<file path="config.mk">
export PLATFORM = sky130hd
export DESIGN_NAME = dec_cond_tracker
export DESIGN_NICKNAME = d
export VERILOG_FILES = /design/src/rtl/dct_pkg.sv /design/src/rtl/dct_digit_zero.sv /design/src/rtl/dct_track.sv /design/src/rtl/dct_cond_reg.sv /design/src/rtl/dec_cond_tracker.sv
export SDC_FILE = /design/constraint.sdc
export NUM_CORES = 1
export LEC_CHECK = 0
export BUFFER_PORTS_ARGS = -buffer_cell sky130_fd_sc_hd__buf_4
export CORE_AREA = 2 2 39 41
export DETAILED_ROUTE_END_ITERATION = 10
export DIE_AREA = 0 0 41 43
export HOLD_SLACK_MARGIN = 0.03
export SLEW_MARGIN = 20
export SYNTH_ARGS = -nofsm -noshare
export SYNTH_HDL_FRONTEND = slang
export SYNTH_SLANG_ARGS = --single-unit
</file>
<file path="constraint.sdc">
create_clock -name clk -period 2.3 [get_ports clk]
set_input_delay 0.46 -clock clk [delete_from_list [all_inputs] [get_ports clk]]
set_output_delay 0.46 -clock clk [all_outputs]
set_load 0.01 [all_outputs]
</file>
<file path="src/rtl/dct_pkg.sv">
// Shared types for the decimal result condition tracker.
// Assumes a two-bit condition code in which 2'b11 is never produced.
package dct_pkg;
    typedef enum logic [1:0] {
        COND_EQ = 2'b00,
        COND_LO = 2'b01,
        COND_HI = 2'b10
    } cond_e;
endpackage

</file>
<file path="src/rtl/dct_digit_zero.sv">
// Flags a non-zero numeric digit coming from the arithmetic unit.
// Assumes the zone bits are already stripped from the digit.
module dct_digit_zero #(
    parameter int DIGIT_W = 4
) (
    input  logic [DIGIT_W-1:0] digit_i,
    output logic               nonzero_o
);
    logic [DIGIT_W:0] chain;

    // OR-chain over the digit bits, built one bit per stage
    assign chain[0] = 1'b0;
    for (genvar b = 0; b < DIGIT_W; b++) begin : g_or
        assign chain[b+1] = chain[b] | digit_i[b];
    end
    assign nonzero_o = chain[DIGIT_W];
endmodule

</file>
<file path="src/rtl/dct_track.sv">
// Per-operation state: whether an operation is open, whether all digits
// so far were zero, and the sign latched from the first result step.
// Assumes start_i outranks step_i and that steps arrive low-order first.
module dct_track (
    input  logic clk,
    input  logic rst_n,
    input  logic start_i,
    input  logic step_i,
    input  logic first_i,
    input  logic last_i,
    input  logic sign_neg_i,
    input  logic digit_nz_i,
    output logic last_ok_o,
    output logic eq_after_o,
    output logic neg_after_o
);
    logic active_q;
    logic eq_q;
    logic neg_q;
    logic step_ok;

    // A step counts only inside an open operation and when no start is present
    assign step_ok     = step_i & active_q & ~start_i;
    assign last_ok_o   = step_ok & last_i;
    assign eq_after_o  = eq_q & ~digit_nz_i;
    assign neg_after_o = (step_ok & first_i) ? sign_neg_i : neg_q;

    // Open/close the operation, accumulate zero state and latch the sign
    always_ff @(posedge clk) begin
        if (!rst_n) begin
            active_q <= 1'b0;
            eq_q     <= 1'b1;
            neg_q    <= 1'b0;
        end else if (start_i) begin
            active_q <= 1'b1;
            eq_q     <= 1'b1;
            neg_q    <= 1'b0;
        end else if (step_ok) begin
            eq_q <= eq_after_o;
            if (first_i) neg_q <= sign_neg_i;
            if (last_i) active_q <= 1'b0;
        end
    end
endmodule

</file>
<file path="src/rtl/dct_cond_reg.sv">
// Registers the final condition, the overflow flag, the recomplement
// request and the done pulse.
// Assumes last_ok_o from the tracker already excludes cycles with start.
module dct_cond_reg
    import dct_pkg::*;
(
    input  logic  clk,
    input  logic  rst_n,
    input  logic  start_i,
    input  logic  last_ok_i,
    input  logic  eq_after_i,
    input  logic  neg_after_i,
    input  logic  comp_add_i,
    input  logic  carry_hi_i,
    input  logic  recomp_done_i,
    output cond_e cond_o,
    output logic  ovfl_o,
    output logic  req_o,
    output logic  done_o
);
    cond_e final_cond;

    // Pick the condition that the last step leaves behind
    always_comb begin
        if (eq_after_i)       final_cond = COND_EQ;
        else if (neg_after_i) final_cond = COND_LO;
        else                  final_cond = COND_HI;
    end

    // Update the condition on start, on the last step, and when recomplement finishes
    always_ff @(posedge clk) begin
        if (!rst_n) begin
            cond_o <= COND_EQ;
            ovfl_o <= 1'b0;
            req_o  <= 1'b0;
            done_o <= 1'b0;
        end else begin
            done_o <= last_ok_i;
            if (start_i) begin
                cond_o <= COND_EQ;
                ovfl_o <= 1'b0;
                req_o  <= 1'b0;
            end else if (last_ok_i) begin
                cond_o <= final_cond;
                req_o  <= eq_after_i & neg_after_i;
                ovfl_o <= comp_add_i & ~carry_hi_i;
            end else if (recomp_done_i && req_o) begin
                cond_o <= COND_HI;
                req_o  <= 1'b0;
            end
        end
    end
endmodule

</file>
<file path="src/rtl/dec_cond_tracker.sv">
// Top level: builds the condition code of a digit-serial decimal
// add/subtract and requests a recomplement pass on a minus-zero result.
// Assumes the controller pulses start_i once per operation.
module dec_cond_tracker #(
    parameter int DIGIT_W = 4
) (
    input  logic               clk,
    input  logic               rst_n,
    input  logic               start_i,
    input  logic               step_i,
    input  logic               first_i,
    input  logic               last_i,
    input  logic               sign_neg_i,
    input  logic [DIGIT_W-1:0] digit_i,
    input  logic               carry_hi_i,
    input  logic               comp_add_i,
    input  logic               recomp_done_i,
    output logic [1:0]         cond_o,
    output logic               ovfl_o,
    output logic               recomp_req_o,
    output logic               done_o
);
    import dct_pkg::*;

    logic  digit_nz;
    logic  last_ok;
    logic  eq_after;
    logic  neg_after;
    cond_e cond_q;

    dct_digit_zero #(.DIGIT_W(DIGIT_W)) u_zero (
        .digit_i   (digit_i),
        .nonzero_o (digit_nz)
    );

    dct_track u_track (
        .clk         (clk),
        .rst_n       (rst_n),
        .start_i     (start_i),
        .step_i      (step_i),
        .first_i     (first_i),
        .last_i      (last_i),
        .sign_neg_i  (sign_neg_i),
        .digit_nz_i  (digit_nz),
        .last_ok_o   (last_ok),
        .eq_after_o  (eq_after),
        .neg_after_o (neg_after)
    );

    dct_cond_reg u_cond (
        .clk           (clk),
        .rst_n         (rst_n),
        .start_i       (start_i),
        .last_ok_i     (last_ok),
        .eq_after_i    (eq_after),
        .neg_after_i   (neg_after),
        .comp_add_i    (comp_add_i),
        .carry_hi_i    (carry_hi_i),
        .recomp_done_i (recomp_done_i),
        .cond_o        (cond_q),
        .ovfl_o        (ovfl_o),
        .req_o         (recomp_req_o),
        .done_o        (done_o)
    );

    assign cond_o = cond_q;
endmodule

</file>
## After elaboration in Yosys (flattened, before gate mapping)

Index checks and enable logic that the tools add are counted.
Widths: inputs -> output; s select.

- Bits of input ports: 14
- Output and inout port bits: 5
- Register bits after elaboration: 8

- Mux-type cells: 10
- Reduce and logical (&&, ||, !) cells: 7
- Bitwise gates (word level): 14

Operators by type and width:

| cell | count |
|---|---|
| $mux 2 | 4 |
| $and 1x1->1 | 7 |
| $mux 1 | 6 |
| $reduce_bool 2->1 | 3 |
| $not 1->1 | 4 |
| $reduce_and 2->1 | 2 |
| $or 1x1->1 | 3 |
| $reduce_or 2->1 | 1 |
| $logic_and 1x1->1 | 1 |

## Logic depth before layout (Yosys ltp)

Gate-level depths: netlist of run 1.

- Word-level depth: 7
- Gate-level depth with buffers: 4
- Mapped depth without buffers: 4

## Hierarchy

Synthesis of run 1 repeated with hierarchy kept, for this count alone.

- Cell total of the unflattened synthesis: 38
- Area total of the unflattened synthesis: 375.4 um2

By module, submodules not included:

| module | area an instance (um2) | instances | sequential area each (um2) | cells an instance |
|---|---|---|---|---|
| dct_cond_reg | 206.4 | 1 | 100.1 | 21 |
| dct_track | 161.4 | 1 | 60.1 | 16 |
| dct_digit_zero | 7.5 | 1 | 0.0 | 1 |

## Worst setup path after synthesis of run 1

No wires, ideal clock.

- Path kind: input-to-reg
- Start: input port start_i
- End: register u_cond.cond_o[0]
- Library setup time: 0.129 ns
- Required time: 2.171 ns
- Data arrival time: 0.983 ns
- Stages on the path: 3
- Setup slack: 1.189 ns
- Cell sequence: nand4b_1 mux2i_1 o31ai_1

- Longest elaborated chain between the ends: 7
- Elaborated cells on any way between the ends: 10
- Classes of those cells: mux (4); bitwise (4); reduce/logical (2)

Ends and longest elaborated chain:

| item | line | text |
|---|---|---|
| from (decl) | dec_cond_tracker.sv:9 | `input logic start_i,` |
| $not 1->1 | dct_track.sv:23 | `assign step_ok = step_i & active_q & ~start_i;` |
| $and 1x1->1 | dct_track.sv:23 |  |
| $and 1x1->1 | dct_track.sv:26 | `assign neg_after_o = (step_ok & first_i) ? sign_neg_i : neg_q;` |
| $mux 1 | dct_track.sv:26 |  |
| $mux 2 | dct_cond_reg.sv:26 | `else if (neg_after_i) final_cond = COND_LO;` |
| $mux 2 | dct_cond_reg.sv:25 | `if (eq_after_i) final_cond = COND_EQ;` |
| $mux 2 | dct_cond_reg.sv:43 | `end else if (last_ok_i) begin` |
| to (signal assigned) | dct_cond_reg.sv:44 | `cond_o <= final_cond;` |
| to (decl) | dct_cond_reg.sv:16 | `output cond_e cond_o,` |

Several ways; a longest one is shown, not always the timed one.
A chain may end at the register's enable or synchronous reset.

## Final worst setup path of run 1

- Start: register u_cond.req_o
- End: output port recomp_req_o

RTL lines:

| item | line | text |
|---|---|---|
| from (decl) | dct_cond_reg.sv:18 | `output logic req_o,` |
| from (signal assigned) | dct_cond_reg.sv:45 | `req_o <= eq_after_i & neg_after_i;` |
| to (decl) | dec_cond_tracker.sv:20 | `output logic recomp_req_o,` |

No word-level cell between the ends.

==> results of run 1 <==
layout by cell type, fill, tap and decap left out, drive strengths merged:
master  count
buf        18
mux2i       1
nand3       1
and2b       1
and3        1
o21ai       1
nor3        1
a21oi       3
nand2       4
dfxtp       8
clkbuf      3
o31ai       2
a31o        1
inv         1
and4b       1
nand3b      2
nand2b      1
nand4       1
nor2        4
nand4b      3
kinds of logic after synthesis:
kind of cell / count (synthesis)
compound gates: 7
buf+inv: 1
flops: 8
mux: 1
simple gates: 20
layer usage:
layer  wire length [um]  vias up
met5                  0        -
met4                 14        0
met3                 61        2
met2                320       15
met1                341      138
li1                   -      180
path summary, 6_finish.rpt:
| kind | to | cells past startpoint |
|---|---|---|
| max reg2reg | u_cond.cond_o[1]$_SDFFE_PP0P_ | 4 |
| min reg2reg | u_cond.ovfl_o$_SDFFE_PP0P_ | 2 |
| max | recomp_req_o | 1 |
| min | u_cond.ovfl_o$_SDFFE_PP0P_ | 2 |
through the flow:
stage                     setup WS (ns)  hold slack [ns]  area, um^2
after global routing               1.06            0.481         519
final                              1.10            0.452         519
after detailed placement          0.984            0.449         497
after floorplan                    1.19            0.451         342
after CTS                          1.10            0.456         519
after global placement             1.00            0.445         497
cell type report:
cell class | instances | share of cell area [%]
Multi-Input combinational cell | 28 | 34.2
Sequential cell | 8 | 30.8
Timing Repair Buffer | 18 | 26.0
Clock buffer | 3 | 4.34
Tap cell | 16 | 3.86
Inverter | 1 | 0.723
flip-flops by register name, summed over array words and instances (netlist names):
signal and flops:
u_track.eq_q 1, u_cond.ovfl_o 1, u_cond.req_o 1, u_cond.done_o 1, u_cond.cond_o 2, u_track.active_q 1, u_track.neg_q 1
power by group:
group | switching, mW | internal (mW)
combinational | 0.0110 | 0.0205
sequential | 0.00178 | 0.141
clock | 0.0395 | 0.0592
total | 0.0523 | 0.221
==> metrics.cfg, run 1 <==
[sta]
skew_ns=0.00157
relSlewSlack_pct=79.1
setup_viol=0
finalCritPeriodShare_pct=52.0
maxSlewViolCount=0
rsz0062_at_grt=false
fin_tns_setup_ns=0
timing.final.hold_violations=0
fmax_ghz=0.836
fin_crit_ns=1.20
worst_slew_pin_slew_ns=0.305

[yosys]
yosys.area.top_type_share_pct=46.9
synth.top_cells.by_count=dfxtp_1, nor2_1, a21oi_1, nand2_1, nand4b_1
ys_ff_latch=8
synthArstFlopShare_pct=0
synth_edf_count=0
ys.flop_type=dfxtp_1
synth_area_leader_cell=dfxtp_1
synth-xor-area-share_pct=0
synthesis.nets=51
seq_area_frac_synth_pct=46.9
synth.mux.area_fraction_pct=2.93
synthCells=37
synth.distinct_cells=19
synth_area_um2=342
synth_compound_area_share_pct=12.8
yosys.area_share.adder_pct=0
synthSimpleGateAreaFrac_pct=36.3
post-synth-top-count-cell=dfxtp_1
ys_warn_count=0
synth_area_leaders=dfxtp_1, nand4b_1, a21oi_1, nand3b_1, nor2_1
synth_area_per_cell_um2=9.23
synth_top_family_by_area=simple AND/OR/NAND/NOR gates

[setup_path]
crit_path_max_incr_delay_ns=0.36
worst-path-buf-inv=1
critPathRequiredTime_ns=1.84
regToRegStartpoint=u_track.active_q$_SDFFE_PN0P_
r2r_slack_ns=1.24
critPathTopFamily=flip-flops
cp-start-kind=flip-flop
path_cells=buf_4
criticalPathCategory=flip-flop to output pin
startpoint=u_cond.req_o$_SDFFE_PP0P_
slowest_stage=dfxtp_1
setup.worst_path.end_class=output pin
crit_fanout=4
crit_arrival_ns=0.74

[floorplanning]
die_area_um2=1760
io_pins=19
die_h_um=43
initial_core_util_pct=24.7
core.rowCount=14
core_area_um2=1380
die_width_um=41

[cells_and_area]
utilization_pct=37.5
fillers=151
nets=74
drive_gt1_share_pct=43.1
area_growth_pct=52.0
finalNonFillerCells=74
seq_area_um2=160
multi_input_area_um2=178
antenna_cells=0

[clocking]
cts_sinks=8
numCtsBuffers=3
clock_path_buffers=2
clk_latency_ns=0.24
cts-htree-levels=1
cts_tree=yes
cts_resized=0
holdBufCountCts=0
cts_root_buffer=clkbuf_4
path_clk_slew_ns=0.05
cts_setup_buffers=0

[route]
drtAntennaViolNets=0
dr.pass1.iters=4
dr_total_vias=335
via_per_inst=4.53
drc=0
wl_per_cell_um=9.97
drtIter0Drc=6
wirelength_um=738

[global_route]
grt_max_degree=8
grt_use_total_pct=9.16
grt_pass1_wl_mm=1.04
overflow=0
grtUsageMet3_pct=3.14
use_met2_pct=13.4
use_met1_pct=9.74
antenna_found_initial=0
grt_pass1_vias=289
busiest_layer=met2

[worst_hold_path]
min_from=u_cond.ovfl_o$_SDFFE_PP0P_
holdCritPathClass=flip-flop to flip-flop

[power]
p_total_mw=0.273
powerDensity_nw_per_um2=526
ir_drop_mv=0.162
total_leakage_power_nw=0.230

[placed_design]
port_buffers=18
gp_congestion=0.659
numPlacedInstances=71
dpl.hpwl_um=626

[run]
maxCapViolCount=0

[run_status]
outcome=finished clean

Power figures use the tool's default switching activity.
==> inputs of run 2 (changes only) <==
==> constraint.sdc (replaced) <==
create_clock -name clk -period 1 [get_ports clk]
set_input_delay 0.2 -clock clk [delete_from_list [all_inputs] [get_ports clk]]
set_output_delay 0.2 -clock clk [all_outputs]
set_load 0.01 [all_outputs]
==> metrics.cfg, run 2 (synthesized netlist as in run 1, its figures left out) <==
[sta]
fin_tns_setup_ns=-0.0434  ; was 0 ns
finalCritPeriodShare_pct=102
fin_crit_ns=1.02
worst_slew_pin_slew_ns=0.244  ; was 0.305 ns
skew_ns=0.00667  ; was 0.00157 ns
hold_slack_ns=0.201  ; was 0.452 ns
maxSlewViolCount=0  ; unchanged
timing.final.hold_violations=0  ; unchanged
setup_viol=3  ; was 0
rsz0062_at_grt=true  ; was false
fmax_ghz=0.982
setup_slack_ns=-0.0182  ; was 1.10 ns
relSlewSlack_pct=83.4  ; was 79.1%

[floorplanning]
io_pins=19  ; unchanged
die_width_um=41  ; unchanged
core.rowCount=14  ; unchanged
die_area_um2=1760  ; unchanged
die_h_um=43  ; unchanged
core_area_um2=1380  ; unchanged
initial_core_util_pct=24.7  ; unchanged

[cells_and_area]
mostFrequentLayoutCells=buf_4, dfxtp_1  ; was buf_4, dfxtp_1, nor2_1
drive_gt1_share_pct=53.8  ; was 43.1%
antenna_cells=0  ; unchanged
finalNonFillerCells=81  ; was 74
utilization_pct=41.9  ; was 37.5%
area_growth_pct=69.6  ; was 52.0%
nets=81  ; was 74
largest-register=u_cond.cond_o  ; unchanged
final_common_cell=buf_4  ; unchanged
largest_reg_flops=2  ; unchanged

[route]
drtAntennaViolNets=0  ; unchanged
drc=0  ; unchanged
top_layer=met4  ; unchanged
wirelength_um=936  ; was 738 um
dr_total_vias=391  ; was 335
via_per_inst=4.83  ; was 4.53
wl_met1_um=373  ; was 341 um
dr.pass1.iters=4  ; unchanged
drtIter0Drc=4  ; was 6
wl_per_cell_um=11.6  ; was 9.97 um
wl_met2_um=408  ; was 320 um
met3_length_um=106  ; was 61 um

[placed_design]
numPlacedInstances=77  ; was 71
port_buffers=18  ; unchanged
gp_congestion=0.677  ; was 0.659
dpl.hpwl_um=722  ; was 626 um

[global_route]
grt_use_total_pct=12.7  ; was 9.16%
grt_pass1_wl_mm=1.39  ; was 1.04 mm
grt_max_degree=5  ; was 8
grt_pass1_vias=343  ; was 289
antenna_found_initial=0  ; unchanged
overflow=0  ; unchanged

[clocking]
cts_root_buffer=clkbuf_4  ; unchanged
clk_latency_ns=0.26  ; was 0.24 ns
path_clk_slew_ns=0.06  ; was 0.05 ns
numCtsBuffers=3  ; unchanged
clock_path_buffers=2  ; unchanged
cts_tree=yes  ; unchanged
cts_sinks=8  ; unchanged
cts-htree-levels=1  ; unchanged

[setup_path]
regToRegStartpoint=u_track.active_q$_SDFFE_PN0P_  ; unchanged
critPathRequiredTime_ns=1.18  ; was 1.84 ns
crit_arrival_ns=1.20  ; was 0.74 ns
criticalPathCategory=flip-flop to flip-flop  ; was flip-flop to output pin
startpoint=u_track.active_q$_SDFFE_PN0P_  ; was u_cond.req_o$_SDFFE_PP0P_
cp-start-kind=flip-flop  ; unchanged
crit_fanout=4  ; unchanged
setup.worst_path.end_class=flip-flop  ; was output pin

[worst_hold_path]
holdCritPathClass=primary input to flip-flop  ; was flip-flop to flip-flop
min_from=carry_hi_i  ; was u_cond.ovfl_o$_SDFFE_PP0P_

[power]
p_total_mw=0.677  ; was 0.273 mW
powerDensity_nw_per_um2=1170  ; was 526 nW/um^2
ir_drop_mv=0.384  ; was 0.162 mV
total_leakage_power_nw=0.259  ; was 0.230 nW

[run]
maxCapViolCount=0  ; unchanged

[run_status]
violations=setup timing
outcome=finished with violations  ; was finished clean

[run 2: path summary, 6_finish.rpt]
check / end / slack, ns / cells after the start
worst min-delay path: u_cond.ovfl_o$_SDFFE_PP0P_ / 0.20 / 3
worst min register to register: u_cond.ovfl_o$_SDFFE_PP0P_ / 0.46 / 2
worst max register to register: u_cond.req_o$_SDFFE_PP0P_ / -0.02 / 3
worst max-delay path: u_cond.req_o$_SDFFE_PP0P_ / -0.02 / 3
[run 2: where the power goes]
group / switching, mW / total, mW / internal [mW]
Sequential: 0.00352 / 0.328 / 0.325
Combinational: 0.0327 / 0.0944 / 0.0617
Clock: 0.117 / 0.255 / 0.138
Total: 0.153 / 0.677 / 0.524
[run 2: layout make-up]
cell class,count,area [um^2]
well taps,16,20.0
repair buffers,25,188
fillers,145,805
flip-flops and latches,8,161
inverters,1,3.75
multi-input cells,28,184
clock buffers,3,22.5
[run 2: worst max-delay path, cell delays in order (launching register included)]
cell and delay [ns]:
dfxtp_2 0.34, and4b_2 0.27, nand2_2 0.09, o31ai_1 0.23
[run 2: repair_timing]
item,CTS,global route
endpoints found under the setup margin,3,5
gates resized for setup,2,1
buffers inserted,1,0
pin swaps,4,2
hold buffers,0,0
cloned,0,0
[run 2: layer usage]
metal	vias up	global-route usage [%]
met2	20	17.5
met4	0	14.0
met5	-	0
met1	171	14.1
met3	6	3.14
li1	194	-
[run 2: stage by stage]
stage / setup slack [ns] / instance area (um^2)
after CTS: -0.0134 / 577
after global placement: -0.0428 / 542
after detailed placement: -0.0409 / 542
after floorplan: 0.00731 / 342
final: -0.0182 / 579
after global routing: -0.0887 / 579
==> inputs of run 3 (changes only) <==
--- a/config.mk
+++ b/config.mk
@@ -5,11 +5,13 @@
 export SDC_FILE = /design/constraint.sdc
 export NUM_CORES = 1
 export LEC_CHECK = 0
+export ABC_CLOCK_PERIOD_IN_PS = 1000
 export BUFFER_PORTS_ARGS = -buffer_cell sky130_fd_sc_hd__buf_4
 export CORE_AREA = 2 2 39 41
 export DETAILED_ROUTE_END_ITERATION = 10
 export DIE_AREA = 0 0 41 43
 export HOLD_SLACK_MARGIN = 0.03
+export RECOVER_POWER = 25
 export SLEW_MARGIN = 20
 export SYNTH_ARGS = -nofsm -noshare
 export SYNTH_HDL_FRONTEND = slang
==> metrics.cfg, run 3 (synthesized netlist as in run 1, its figures left out) <==
[power]
powerDensity_nw_per_um2=1180  ; was 1170 nW/um^2
total_leakage_power_nw=0.255  ; was 0.259 nW
ir_drop_mv=0.385  ; was 0.384 mV

[setup_path]
setup.worst_path.end_class=flip-flop  ; unchanged
critPathRequiredTime_ns=1.18  ; about the same
criticalPathCategory=flip-flop to flip-flop  ; unchanged
crit_arrival_ns=1.20  ; about the same
slowest_stage=dfxtp_2  ; unchanged
critPathTopFamily=simple AND/OR/NAND/NOR gates  ; unchanged
path_cells=and4b_2, nand2_2, o31ai_1  ; unchanged
crit_fanout=4  ; unchanged
crit_path_max_incr_delay_ns=0.34  ; about the same
cp-start-kind=flip-flop  ; unchanged
worst-path-buf-inv=0  ; unchanged

[route]
dr.pass1.iters=4  ; unchanged
drtAntennaViolNets=0  ; unchanged
dr_total_vias=398  ; was 391
drc=0  ; unchanged
via_per_inst=4.91  ; was 4.83
wl_per_cell_um=11.6  ; about the same
wirelength_um=937  ; was 936 um
drtIter0Drc=4  ; unchanged

[cells_and_area]
mostFrequentLayoutCells=buf_4, dfxtp_1  ; unchanged
antenna_cells=0  ; unchanged
final_common_cell=buf_4  ; unchanged
fillers=146  ; was 145
largest_reg_flops=2  ; unchanged
drive_gt1_share_pct=52.3  ; was 53.8%
area_growth_pct=68.5  ; was 69.6%
seq_area_um2=161  ; unchanged
multi_input_area_um2=184  ; unchanged
nets=81  ; unchanged
largest-register=u_cond.cond_o  ; unchanged
utilization_pct=41.6  ; was 41.9%

[sta]
timing.final.hold_violations=0  ; unchanged
fmax_ghz=0.981  ; was 0.982 GHz
skew_ns=0.00700  ; was 0.00667 ns
worst_slew_pin_slew_ns=0.249  ; was 0.244 ns
setup_viol=3  ; unchanged
fin_crit_ns=1.02  ; about the same
finalCritPeriodShare_pct=102  ; about the same
rsz0062_at_grt=true  ; unchanged
relSlewSlack_pct=83.1  ; was 83.4%
maxSlewViolCount=0  ; unchanged
setup_slack_ns=-0.0191  ; was -0.0182 ns
fin_tns_setup_ns=-0.0461  ; was -0.0434 ns

[clocking]
cts_sinks=8  ; unchanged
cts-htree-levels=1  ; unchanged
numCtsBuffers=3  ; unchanged
path_clk_slew_ns=0.06  ; about the same
clock_path_buffers=2  ; unchanged
cts_root_buffer=clkbuf_4  ; unchanged
cts_tree=yes  ; unchanged
clk_latency_ns=0.26  ; about the same

[floorplanning]
die_width_um=41  ; unchanged
core.rowCount=14  ; unchanged
die_area_um2=1760  ; unchanged
initial_core_util_pct=24.7  ; unchanged
core_area_um2=1380  ; unchanged
die_h_um=43  ; unchanged
io_pins=19  ; unchanged

[global_route]
grt_use_total_pct=12.7  ; unchanged
grt_pass1_vias=343  ; unchanged
overflow=0  ; unchanged
grt_pass1_wl_mm=1.39  ; unchanged
grt_max_degree=5  ; unchanged
antenna_found_initial=0  ; unchanged

[run_status]
violations=setup timing  ; unchanged
outcome=finished with violations  ; unchanged

[placed_design]
port_buffers=18  ; unchanged
dpl.hpwl_um=722  ; unchanged
post-place-ws_ns=-0.0409  ; unchanged
gp_congestion=0.677  ; unchanged

[worst_hold_path]
holdCritPathClass=primary input to flip-flop  ; unchanged

[run]
maxCapViolCount=0  ; unchanged

[run 3: cell count changes in the layout (fill, tap and decap cells not counted), sizes merged]
| cell | delta |
|---|---|
| buf | -1 |
| clkbuf | +1 |
[run 3: routing by layer]
metal	wire, um	GRT usage, %	vias to the layer above
li1	-	-	193
met1	363	14.1	174
met2	410	17.5	25
met3	114	3.14	6
met4	48	14.0	0
met5	0	0	-
[run 3: worst min-delay path: cells and delay by family]
| kind | cells | cell delay (ns) |
|---|---|---|
| buffers and inverters | 1 | 0.07 |
| AO/OA/AOI/OAI | 1 | 0.06 |
| AND/OR/NAND/NOR | 1 | 0.09 |
[run 3: final timing paths]
path	startpoint	end	slack (ns)	cells after the start
worst max-delay path	u_track.active_q$_SDFFE_PN0P_	u_cond.req_o$_SDFFE_PP0P_	-0.02	3
worst max register to register	u_track.active_q$_SDFFE_PN0P_	u_cond.req_o$_SDFFE_PP0P_	-0.02	3
worst min-delay path	carry_hi_i	u_cond.ovfl_o$_SDFFE_PP0P_	0.20	3
worst min register to register	u_cond.ovfl_o$_SDFFE_PP0P_	u_cond.ovfl_o$_SDFFE_PP0P_	0.46	2
[run 3: repair_timing]
action	4_1_cts	5_1_grt
resized for setup	2	1
setup endpoints to repair	3	5
buffers inserted	1	0
hold buffers	0	0
pin swaps	4	2
[run 3: through the flow]
step                instances  power, mW  hold WS, ns  area [um^2]
floorplan                  37      0.359        0.336          342
global placement           77      0.423        0.435          542
detailed placement         77      0.424        0.455          542
CTS                        81      0.690        0.190          577
global route               81      0.709        0.199          576
finish                     81      0.677        0.201          576
[run 3: report_power, final]
part / switching (mW) / internal (mW)
clock network: 0.117 / 0.138
registers: 0.00351 / 0.325
logic: 0.0327 / 0.0614
[run 3: cell type report]
class	instances	share of cell area, %
multi-input combinational	28	32.0
sequential	8	28.0
tap	16	3.48
inverter	1	0.652
clock buffer	3	3.91
timing repair buffer	25	32.0
